### config.mk
export PLATFORM = sky130hd
export DESIGN_NAME = cmd_byte_decoder
export DESIGN_NICKNAME = d
export VERILOG_FILES = /design/src/rtl/cbd_pkg.sv /design/src/rtl/cbd_framer.sv /design/src/rtl/cbd_collect.sv /design/src/rtl/cbd_decode.sv /design/src/rtl/cmd_byte_decoder.sv
export SDC_FILE = /design/constraint.sdc
export NUM_CORES = 1
export LEC_CHECK = 0
export BUFFER_PORTS_ARGS = -buffer_cell sky130_fd_sc_hd__buf_2
export CORE_ASPECT_RATIO = 1.4
export CORE_MARGIN = 5
export CORE_UTILIZATION = 45
export DETAILED_ROUTE_END_ITERATION = 12
export PLACE_DENSITY = 0.65
export SETUP_SLACK_MARGIN = 0.05
export SLEW_MARGIN = 5
export SYNTH_ARGS = -nofsm -noshare
export SYNTH_HDL_FRONTEND = slang
export SYNTH_SLANG_ARGS = --single-unit
### constraint.sdc
create_clock -name clk -period 3.2 [get_ports clk]
set_input_delay 0.16 -clock clk [delete_from_list [all_inputs] [get_ports clk]]
set_output_delay 0.16 -clock clk [all_outputs]
set_load 0.1 [all_outputs]
### src/rtl/cbd_pkg.sv
package cbd_pkg;
   localparam int BYTE_W     = 8;
   localparam int ADDR_BYTES = 2;
   localparam int ADDR_W     = BYTE_W * ADDR_BYTES;
   localparam int MIN_FRAME  = ADDR_BYTES + 1;
   localparam int MAX_FRAME  = ADDR_BYTES + 4;

   typedef logic [BYTE_W-1:0] cbd_byte_t;
   typedef logic [ADDR_W-1:0] cbd_addr_t;
endpackage

### src/rtl/cbd_framer.sv
// Tracks the position of the current byte within a command.
module cbd_framer
   import cbd_pkg::*;
#(
   parameter int FRAME_BYTES = 6,
   localparam int POS_W = $clog2(FRAME_BYTES)
)(
   input  logic             clk,
   input  logic             rst,
   input  logic             first,
   output logic [POS_W-1:0] slot,
   output logic             slot_vld,
   output logic             frame_end,
   output logic [POS_W-1:0] pos_q
);
   localparam logic [POS_W-1:0] LAST_SLOT = POS_W'(FRAME_BYTES - 1);

   // A marker always forces slot 0, so a marker mid-frame restarts collection.
   always_comb begin
      slot_vld  = first || (pos_q != '0);
      slot      = first ? '0 : pos_q;
      frame_end = slot_vld && (slot == LAST_SLOT);
   end

   always_ff @(posedge clk) begin
      if (rst)
         pos_q <= '0;
      else if (slot_vld)
         pos_q <= frame_end ? '0 : slot + 1'b1;
   end
endmodule

### src/rtl/cbd_collect.sv
// Stores address bytes and data bytes into their slots.
module cbd_collect
   import cbd_pkg::*;
#(
   parameter int FRAME_BYTES = 6,
   localparam int POS_W  = $clog2(FRAME_BYTES),
   localparam int DBYTES = FRAME_BYTES - ADDR_BYTES,
   localparam int DATA_W = BYTE_W * DBYTES
)(
   input  logic              clk,
   input  logic              rst,
   input  cbd_byte_t         din,
   input  logic [POS_W-1:0]  slot,
   input  logic              slot_vld,
   output cbd_addr_t         addr_q,
   output logic [DATA_W-1:0] data_next
);
   logic [ADDR_BYTES-1:0] a_sel;
   logic [DBYTES-1:0]     d_sel;
   logic [DATA_W-1:0]     data_q;

   for (genvar a = 0; a < ADDR_BYTES; a++) begin : g_asel
      assign a_sel[a] = slot_vld && (slot == POS_W'(a));
   end

   // The data word seen by the decoder already includes the byte arriving now.
   for (genvar j = 0; j < DBYTES; j++) begin : g_dsel
      assign d_sel[j] = slot_vld && (slot == POS_W'(j + ADDR_BYTES));
      assign data_next[j*BYTE_W +: BYTE_W] =
         d_sel[j] ? din : data_q[j*BYTE_W +: BYTE_W];
   end

   always_ff @(posedge clk) begin
      if (rst) begin
         addr_q <= '0;
         data_q <= '0;
      end else begin
         for (int a = 0; a < ADDR_BYTES; a++)
            if (a_sel[a]) addr_q[a*BYTE_W +: BYTE_W] <= din;
         data_q <= data_next;
      end
   end
endmodule

### src/rtl/cbd_decode.sv
// Masked address compare and output registers.
module cbd_decode
   import cbd_pkg::*;
#(
   parameter cbd_addr_t BASE_ADDR = 16'h0140,
   parameter cbd_addr_t ADDR_MASK = 16'hFFF0,
   parameter int        LOCAL_AW  = 4,
   parameter int        DATA_W    = 32
)(
   input  logic                clk,
   input  logic                rst,
   input  logic                frame_end,
   input  cbd_addr_t           addr,
   input  logic [DATA_W-1:0]   data_in,
   output logic [LOCAL_AW-1:0] wr_addr,
   output logic [DATA_W-1:0]   wr_data,
   output logic                wr_en
);
   localparam cbd_addr_t BASE_M = BASE_ADDR & ADDR_MASK;

   logic hit;

   if (ADDR_MASK == '1) begin : g_exact
      assign hit = (addr == BASE_ADDR);
   end else begin : g_masked
      assign hit = ((addr & ADDR_MASK) == BASE_M);
   end

   always_ff @(posedge clk) begin
      if (rst) begin
         wr_en   <= 1'b0;
         wr_addr <= '0;
         wr_data <= '0;
      end else begin
         wr_en <= frame_end && hit;
         if (frame_end && hit) begin
            wr_addr <= addr[LOCAL_AW-1:0];
            wr_data <= data_in;
         end
      end
   end
endmodule

### src/rtl/cmd_byte_decoder.sv
module cmd_byte_decoder
   import cbd_pkg::*;
#(
   parameter logic [15:0] BASE_ADDR   = 16'h0140,
   parameter logic [15:0] ADDR_MASK   = 16'hFFF0,
   parameter int          FRAME_BYTES = 6,
   parameter int          LOCAL_AW    = 4,
   localparam int         DATA_W      = 8 * (FRAME_BYTES - 2)
)(
   input  logic                clk,
   input  logic                rst,
   input  logic [7:0]          cmd_byte,
   input  logic                cmd_first,
   output logic [LOCAL_AW-1:0] wr_addr,
   output logic [DATA_W-1:0]   wr_data,
   output logic                wr_en
);
   localparam int POS_W = $clog2(FRAME_BYTES);

   if (FRAME_BYTES < MIN_FRAME || FRAME_BYTES > MAX_FRAME) begin : g_bad_frame
      $error("cmd_byte_decoder: FRAME_BYTES must be 3..6");
   end
   if (LOCAL_AW < 1 || LOCAL_AW > ADDR_W) begin : g_bad_aw
      $error("cmd_byte_decoder: LOCAL_AW must be 1..16");
   end

   logic [POS_W-1:0]  slot;
   logic              slot_vld;
   logic              frame_end;
   logic [POS_W-1:0]  pos_q;
   cbd_addr_t         addr_q;
   logic [DATA_W-1:0] data_next;

   cbd_framer #(.FRAME_BYTES(FRAME_BYTES)) u_framer (
      .clk       (clk),
      .rst       (rst),
      .first     (cmd_first),
      .slot      (slot),
      .slot_vld  (slot_vld),
      .frame_end (frame_end),
      .pos_q     (pos_q)
   );

   cbd_collect #(.FRAME_BYTES(FRAME_BYTES)) u_collect (
      .clk       (clk),
      .rst       (rst),
      .din       (cmd_byte),
      .slot      (slot),
      .slot_vld  (slot_vld),
      .addr_q    (addr_q),
      .data_next (data_next)
   );

   cbd_decode #(
      .BASE_ADDR (BASE_ADDR),
      .ADDR_MASK (ADDR_MASK),
      .LOCAL_AW  (LOCAL_AW),
      .DATA_W    (DATA_W)
   ) u_decode (
      .clk       (clk),
      .rst       (rst),
      .frame_end (frame_end),
      .addr      (addr_q),
      .data_in   (data_next),
      .wr_addr   (wr_addr),
      .wr_data   (wr_data),
      .wr_en     (wr_en)
   );
endmodule

==> run summary, run 1 <==
GRT Util Overall: 0.150
Routed via count: 2,241
Global-route wire length before repair: 11,000 um
Worst R2R End: u_decode.wr_data[2]
CP Launch Type: flip-flop
Clock Sinks: 88
Outcome: finished, final reports clean
Hold Path End: u_collect.addr_q[14]
Reg-to-reg startpoint: u_framer.pos_q[0]
# nets final: 361
Core area: 7310 um2
Initial DRC Count: 169
GR Overflow Total: 0
Area taken by multi-input logic gates: 1430 um2
Final setup fails: 0
Pre-antenna DRT Iters: 4
Power per Cell Area: 499 nW/um2
Cell Area, Synth: 3340 um2
Syn Nets: 324
Fillcell total: 709
Critical Path RT: 3.47 ns
Pin count of the biggest net entering global routing: 89
Max IR drop VDD: 245 uV
Worst slew pin tran: 1.04 ns
Area grow syn2layout: 12.5%
Wirelength per Cell: 14.8 um
Vias/cell: 4.98
Io pins: 48
Post-synth cell types: 27
Routed Antenna Nets: 0
Hold_buf cts: 0
DRC errors left: 0
I/O Buffers: 47
Top cells by area, synth: dfxtp_1 (53%), mux2i_1 (13%), a211oi_2 (12%)
Arrival @ worst endpoint: 2.45 ns
Standard-cell rows: 37
Initial core utilization: 0.457
Root Buffer: clkbuf_8
Synth area leader: dfxtp_1
Clock latency on the worst-skew pair: 0.36 ns
Setup repair after global routing missed its margin: false
Fin crit share: 0.683
Yosys reg bits: 88
Hold Crit Start: cmd_byte[6]
Detailed-route wire length: 6670 um
Hold Path Stages: 3
Setup CP Type: reg -> reg
Min cycle time layout: 2.19 ns
Max FO, Critical Path: 38
Ys Warns: 0
Mean post-synth cell area: 10.7 um2
GP Congestion: 0.688
Met1 Usage GRT: 0.182
DIE WIDTH: 82.9 um
Antenna violations before repair: 0
Class of the worst hold path: in -> reg
M2 GR Usage: 0.246
Most frequent cells in the layout: dfxtp_1 (88), nor2_1 (78), buf_2 (46)
Reg2Reg Setup Slack: 1.01 ns
Postcts setup bufs: 0
Setup Total Neg Slack: 0 ns
CTS tree: built
Max Fclk: 457 MHz
Global route hottest layer: met2
FF+latch area: 1760 um2
Die height: 112 um
Yosys top cell area share: 0.527
# diodes: 0
Final hold violations: 0
Worst hold margin: 0.110 ns
Layout cells sized above 1: 0.286
CTS clk-pin slew, worst paths: 0.09 ns
Total CTS buffers: 9
Met3 Usage GRT: 0.0459
Detailed Place HPWL: 4300 um
Fin. max-slew vios: 0
Static leakage: 0.00145 uW
Clock H-tree levels: 3
Die ar.: 9280 um2
Max_slew headroom: 0.305
Most common cell after layout, fill and taps aside: dfxtp_1
R2R cell count: 6
Post-synthesis sequential area ratio: 0.527
Max_cap viols: 0
Worst setup EP type: flip-flop
Cells resized by post-CTS repair: 0
Worst clock skew: 0.0117 ns
Number of global-route vias before repair: 2,153
Max Buffers Root-to-Sink: 2
Post-synthesis cell count: 312
-- state kept, by name, indices dropped and copies added (netlist names) --
register / cells
u_collect.data_q: 32
u_decode.wr_addr: 4
u_decode.wr_data: 32
u_framer.pos_q: 3
u_decode.wr_en: 1
u_collect.addr_q: 16
-- power by group --
part / internal, uW / total, uW / switching, uW
combinational: 22.2 / 78.1 / 55.8
sequential: 1110 / 1120 / 8.92
clock: 318 / 683 / 365
-- cells in the mapped netlist --
cell type   n
dfxtp_1    88
or3_1       1
nor4_1      1
and4bb_1    1
nand2_1    17
clkbuf_1   11
buf_6       6
nor3_1      2
ha_1        1
nor4b_1     3
nor3_4      1
o21bai_1    1
inv_1       1
mux2i_1    44
a211oi_2   32
nand2b_1    2
a311oi_1    1
and4_4      1
buf_4       5
buf_1       1
buf_2       1
nor2_1     78
a21oi_1     9
o41ai_4     1
and3_1      1
nand4_1     1
mux2_2      1
-- kinds of logic (layout without fill, tap and decap cells) --
| group | Yosys count | in the layout | synth area share |
|---|---|---|---|
| buf+inv | 25 | 66 | 0.0475 |
| flops | 88 | 88 | 0.527 |
| fa+ha+maj | 1 | 1 | 0.00374 |
| mux | 45 | 45 | 0.135 |
| simple gates | 109 | 109 | 0.141 |
| compound gates | 44 | 44 | 0.146 |
-- worst max path at each step --
stage                      endpoint  slack (ns)               from
3_5_place_dp    u_decode.wr_data[2]        1.03          cmd_first
3_3_place_gp    u_decode.wr_data[3]        1.09          cmd_first
6_report        u_decode.wr_data[2]        1.01  u_framer.pos_q[0]
5_1_grt        u_decode.wr_data[26]        0.88  u_framer.pos_q[0]
4_1_cts         u_decode.wr_data[2]        1.01  u_framer.pos_q[1]
2_1_floorplan  u_decode.wr_data[15]        1.54  u_framer.pos_q[1]
-- metrics by stage --
| step | power (uW) | std cells | util | worst slack (ns) | instance area, um2 |
|---|---|---|---|---|---|
| final | 1880 | 450 | 0.514 | 1.01 | 3760 |
| after global routing | 1960 | 450 | 0.514 | 0.879 | 3760 |
| after CTS | 1900 | 450 | 0.514 | 1.01 | 3760 |
| after detailed placement | 1220 | 435 | 0.491 | 1.03 | 3590 |
| after global placement | 1220 | 435 | 0.491 | 1.09 | 3590 |
| after floorplan | 1190 | 312 | - | 1.54 | 3340 |
-- cell type report --
type	instances	share of cell area
Clock buffer	12	0.0412
Tap cell	97	0.0323
Clock inverter	3	0.00466
Inverter	1	0.000998
Sequential cell	88	0.468
Timing Repair Buffer	50	0.0725
Multi-Input combinational cell	199	0.380
-- layer usage --
| metal | part of all wire | vias up |
|---|---|---|
| li1 | - | 1146 |
| met1 | 0.46 | 1052 |
| met2 | 0.48 | 35 |
| met3 | 0.040 | 8 |
| met4 | 0.015 | 0 |
| met5 | 0 | - |
-- worst max-delay path: stages (launching register included) --
cell	delay, ns
dfxtp_1	0.51
and4bb_1	0.25
buf_4	0.21
and4_4	0.56
buf_12	0.28
nor2_1	0.08
a211oi_2	0.19
Power figures use the tool's default switching activity.
==> run 2: changes to the inputs <==
clock period = 2.3 ns   (was 3.2 ns; I/O delays follow)
==> run 2 against run 1 <==
Compared with the run above:
- wire length fell by 0.72%
- clock power up 76%
- fmax up 25%
- critical path depth down 3
- register-to-register slack lost 0.46 ns
- global-route usage hardly changed
- die area unchanged
- sequential power grew 38%
- total power rose by 53%
- worst setup slack got worse by 0.46 ns
- flip-flop and latch count unchanged
- combinational power increased by 43%
- critical path type unchanged
==> run summary, run 2 (synthesis gave the netlist of run 1 again) <==
Max IR drop VDD: 378 uV
Pin count of the biggest net entering global routing: 47
Most frequent cells in the layout: dfxtp_1 (88), nor2_1 (78), buf_2 (46)
Max Fclk: 571 MHz
Initial core utilization: 0.457
Pre-antenna DRT Iters: 4
Cells resized by post-CTS repair: 0
GP Congestion: 0.768
Routed Antenna Nets: 0
Global-route wire length before repair: 11,200 um
GRT Util Overall: 0.150
Detailed-route wire length: 6620 um
Initial DRC Count: 164
Area grow syn2layout: 14.9%
Internal power: 2280 uW
Vias/cell: 4.99
Standard-cell rows: 37
CP Launch Type: flip-flop
DIE WIDTH: 82.9 um
Worst setup EP type: flip-flop
Static leakage: 0.00149 uW
Net Switching: 584 uW
Setup Total Neg Slack: 0 ns
Combinational Power Share: 0.039
GR Overflow Total: 0
Class of the worst hold path: in -> reg
Antenna violations before repair: 0
Fin crit share: 0.761
Routed via count: 2,259
Layout cells sized above 1: 0.292
Outcome: finished, final reports clean
Wirelength per Cell: 14.6 um
CTS tree: built
Fin. max-slew vios: 0
Number of global-route vias before repair: 2,305
# nets final: 365
DRC errors left: 0
Power per Cell Area: 746 nW/um2
I/O Buffers: 47
Final cell utilization of the core: 0.525
Final setup fails: 0
Worst-path cell chain: o41ai_4 > mux2i_1 > a211oi_2
Crit-path slowest cell: o41ai_4
Max_slew headroom: 0.506
Core area: 7310 um2
# diodes: 0
Critical Path RT: 2.51 ns
Max FO, Critical Path: 8
Detailed Place HPWL: 4420 um
Setup repair after global routing missed its margin: false
Total CTS buffers: 9
Worst clock skew: 0.00609 ns
Crit-path max cell delay: 0.77 ns
Postcts setup bufs: 0
Die height: 112 um
Clock H-tree levels: 3
Die ar.: 9280 um2
Io pins: 48
Switching portion of total power: 0.204
Max_cap viols: 0
Hold_buf cts: 0
Most common cell after layout, fill and taps aside: dfxtp_1
Max Buffers Root-to-Sink: 2
Cell class contributing the biggest share of worst-path delay: compound AO/OA/AOI/OAI gates
Setup CP Type: reg -> reg
Final hold violations: 0
CTS clk-pin slew, worst paths: 0.08 ns
Root Buffer: clkbuf_8
Sequential power share: 0.542
Clock Sinks: 88
Arrival @ worst endpoint: 1.96 ns
Worst slew pin tran: 0.739 ns
Clock latency on the worst-skew pair: 0.34 ns
Clk network pwr share: 0.419
Min cycle time layout: 1.75 ns
Largest regs: u_collect.data_q: 32 flops, u_decode.wr_data: 32 flops, u_collect.addr_q: 16 flops
Worst Path Buf+Inv: 0
[run 2: changes by cell type in the layout (fill, tap and decap cells not counted), sizes merged]
| cell | before | now |
|---|---|---|
| buf | 50 | 54 |
| bufinv | 0 | 3 |
| clkbuf | 12 | 10 |
| clkinv | 2 | 1 |
| clkinvlp | 1 | 0 |
[run 2: through the flow]
step	cells	setup WS [ns]	area [um2]	power [uW]	hold slack, ns
finish	453	0.550	3840	2870	0.0808
detailed placement	439	0.504	3620	1700	0.451
floorplan	312	0.636	3340	1660	0.251
global placement	439	0.519	3620	1700	0.444
global route	453	0.383	3840	2970	0.0762
CTS	453	0.537	3840	2900	0.0714
[run 2: worst register-to-register path: cells and delay by family (launching register included)]
| family | cells | cell delay, ns |
|---|---|---|
| compound gates | 2 | 0.87 |
| flops | 1 | 0.40 |
| mux | 1 | 0.35 |
[run 2: worst paths after layout]
kind / start / endpoint / slack (ns) / cells past startpoint
max: u_framer.pos_q[2] / u_decode.wr_data[10] / 0.55 / 3
min: cmd_byte[4] / u_collect.addr_q[12] / 0.08 / 3
max reg2reg: u_framer.pos_q[2] / u_decode.wr_data[10] / 0.55 / 3
min reg2reg: u_collect.addr_q[12] / u_collect.addr_q[12] / 0.46 / 2
[run 2: power by group through the flow]
stage	logic, uW	clock network [uW]	registers, uW
final	112	1200	1550
after CTS	115	1230	1550
after floorplan	75.0	0	1580
after detailed placement	114	0	1590
after global placement	112	0	1590
after global routing	125	1300	1550
[run 2: area by class of cell]
class                      instances  area [um2]
sequential                        88        1760
clock buffer                      10         128
tap                               97         121
inverter                           1        3.75
fill                             718        3470
timing repair buffer              54         303
multi-input combinational        199        1430
clock inverter                     4        95.1
[run 2: metal layers]
metal,vias to the layer above,global-route usage,part of all wire
li1,1144,-,-
met1,1071,0.185,0.45
met2,34,0.251,0.49
met3,10,0.0355,0.037
met4,0,0.0622,0.018
met5,-,0,0
==> run 3: changes to the inputs <==
clock period = 1.68 ns   (was 2.3 ns; I/O delays follow)
==> run 3 against run 2 <==
Compared with the run above:
- critical path type unchanged
- global-route usage is 0.95 points higher
- worst setup slack worse by 0.45 ns
- largest power group unchanged
- core utilization up 2.7 points
==> run summary, run 3 (synthesis gave the netlist of run 1 again) <==
Layout cells sized above 1: 0.350
FF+latch area: 1760 um2
Area taken by multi-input logic gates: 1500 um2
Internal power: 3000 uW
Worst Path Buf+Inv: 2
Arrival @ worst endpoint: 1.82 ns
Max_cap viols: 0
Fin. max-slew vios: 0
Initial DRC Count: 169
Hold Crit Start: cmd_byte[0]
Clock latency on the worst-skew pair: 0.36 ns
Largest regs: u_collect.data_q: 32 flops, u_decode.wr_data: 32 flops, u_collect.addr_q: 16 flops
Net Switching: 861 uW
Most common cell after layout, fill and taps aside: dfxtp_1
Crit-path max cell delay: 0.43 ns
Vias/cell: 5.05
Die ar.: 9280 um2
Pre-antenna DRT Iters: 4
GR Overflow Total: 0
CTS clk-pin slew, worst paths: 0.08 ns
Setup CP Type: reg -> reg
DRC errors left: 0
Core area: 7310 um2
Setup Total Neg Slack: 0 ns
Root Buffer: clkbuf_8
Class of the worst hold path: in -> reg
Cell class contributing the biggest share of worst-path delay: buffers and inverters
I/O Buffers: 47
# diodes: 0
Worst-path cell chain: buf_4 > nor4b_2 > buf_4 > mux2i_1 > a211oi_2
Number of global-route vias before repair: 2,309
CTS tree: built
Final WS setup: 0.103 ns
Max IR drop VDD: 573 uV
Most used cell, CP: buf_4
Fin crit share: 0.939
Detailed Place HPWL: 4670 um
Clk network pwr share: 0.403
DP Area: 3720 um2
Pre-CTS setup slack: 0.0342 ns
Die height: 112 um
Critical path origin: u_framer.pos_q[1]
Worst setup EP type: flip-flop
Switching portion of total power: 0.223
Initial core utilization: 0.457
GRT Util Overall: 0.160
Max_slew headroom: 0.668
Worst clock skew: 0.00955 ns
Max Fclk: 634 MHz
Clock H-tree levels: 3
Static leakage: 0.00156 uW
Routed via count: 2,354
Hold_buf cts: 0
Detailed-route wire length: 7250 um
Crit-path slowest cell: dfxtp_1
Wirelength per Cell: 15.5 um
Outcome: finished, final reports clean
DIE WIDTH: 82.9 um
Critical Path RT: 1.92 ns
Fillcell total: 684
Area grow syn2layout: 20.8%
Max FO, Critical Path: 8
Sequential power share: 0.551
Power per Cell Area: 957 nW/um2
# nets final: 376
Standard-cell rows: 37
Io pins: 48
Routed Antenna Nets: 0
Pin count of the biggest net entering global routing: 44
CP Launch Type: flip-flop
Global-route wire length before repair: 11,700 um
Setup repair after global routing missed its margin: true
Worst slew pin tran: 0.502 ns
Final hold violations: 0
Clock Sinks: 88
Min cycle time layout: 1.58 ns
Final setup fails: 0
Reg-to-reg startpoint: u_framer.pos_q[1]
Most frequent cells in the layout: dfxtp_1 (88), nor2_1 (78), buf_2 (46)
Max Buffers Root-to-Sink: 2
Total CTS buffers: 9
Combinational Power Share: 0.046
Antenna violations before repair: 0
GP Congestion: 0.759
Post-route design area: 4040 um2
-- run 3: cell types whose count changed in the layout (fill, tap and decap cells not counted), sizes merged --
cell    previous run  this run
clkinv             1         4
buf               54        64
bufinv             3         2
clkbuf            10        11
-- run 3: metrics by stage --
| step | cells | util | total power, uW | hold slack, ns |
|---|---|---|---|---|
| after floorplan | 312 | - | 2270 | 0.220 |
| after global placement | 448 | 0.509 | 2340 | 0.413 |
| after detailed placement | 448 | 0.509 | 2340 | 0.423 |
| after CTS | 464 | 0.540 | 3900 | 0.0176 |
| after global routing | 466 | 0.552 | 4020 | 0.0506 |
| final | 466 | 0.552 | 3860 | 0.0519 |
-- run 3: path summary, 6_finish.rpt --
check	endpoint	slack (ns)	cells after the start
max	u_decode.wr_data[5]	0.10	5
min	u_collect.addr_q[8]	0.05	3
max reg2reg	u_decode.wr_data[5]	0.10	5
min reg2reg	u_collect.addr_q[14]	0.47	2
-- run 3: tightest hold or removal path, stage by stage --
cell	delay, ns
buf_2	0.16
nand2_1	0.07
a21oi_1	0.05
-- run 3: metal layers --
| metal | wire length (um) | track usage |
|---|---|---|
| met1 | 3280 | 0.198 |
| met2 | 3480 | 0.255 |
| met3 | 323 | 0.0496 |
| met4 | 161 | 0.0698 |
| met5 | 0 | 0 |
-- run 3: what timing repair did --
action,in CTS,in global routing
cloned,0,1
endpoints found under the setup margin,20,36
buffers inserted,0,1
gates resized for setup,2,12
pin swaps,0,2
-- run 3: power groups by stage --
stage	logic [uW]	clock network, uW	registers, uW
after floorplan	103	0	2170
after global placement	166	0	2170
after detailed placement	170	0	2170
after CTS	171	1610	2120
after global routing	192	1700	2130
final	177	1560	2130
-- run 3: cell type report --
cell class	instances	area share
clock buffers	10	0.0316
clock inverters	6	0.0208
inverters	1	0.000929
multi-input cells	199	0.371
flip-flops and latches	88	0.436
well taps	97	0.0300
repair buffers	65	0.109
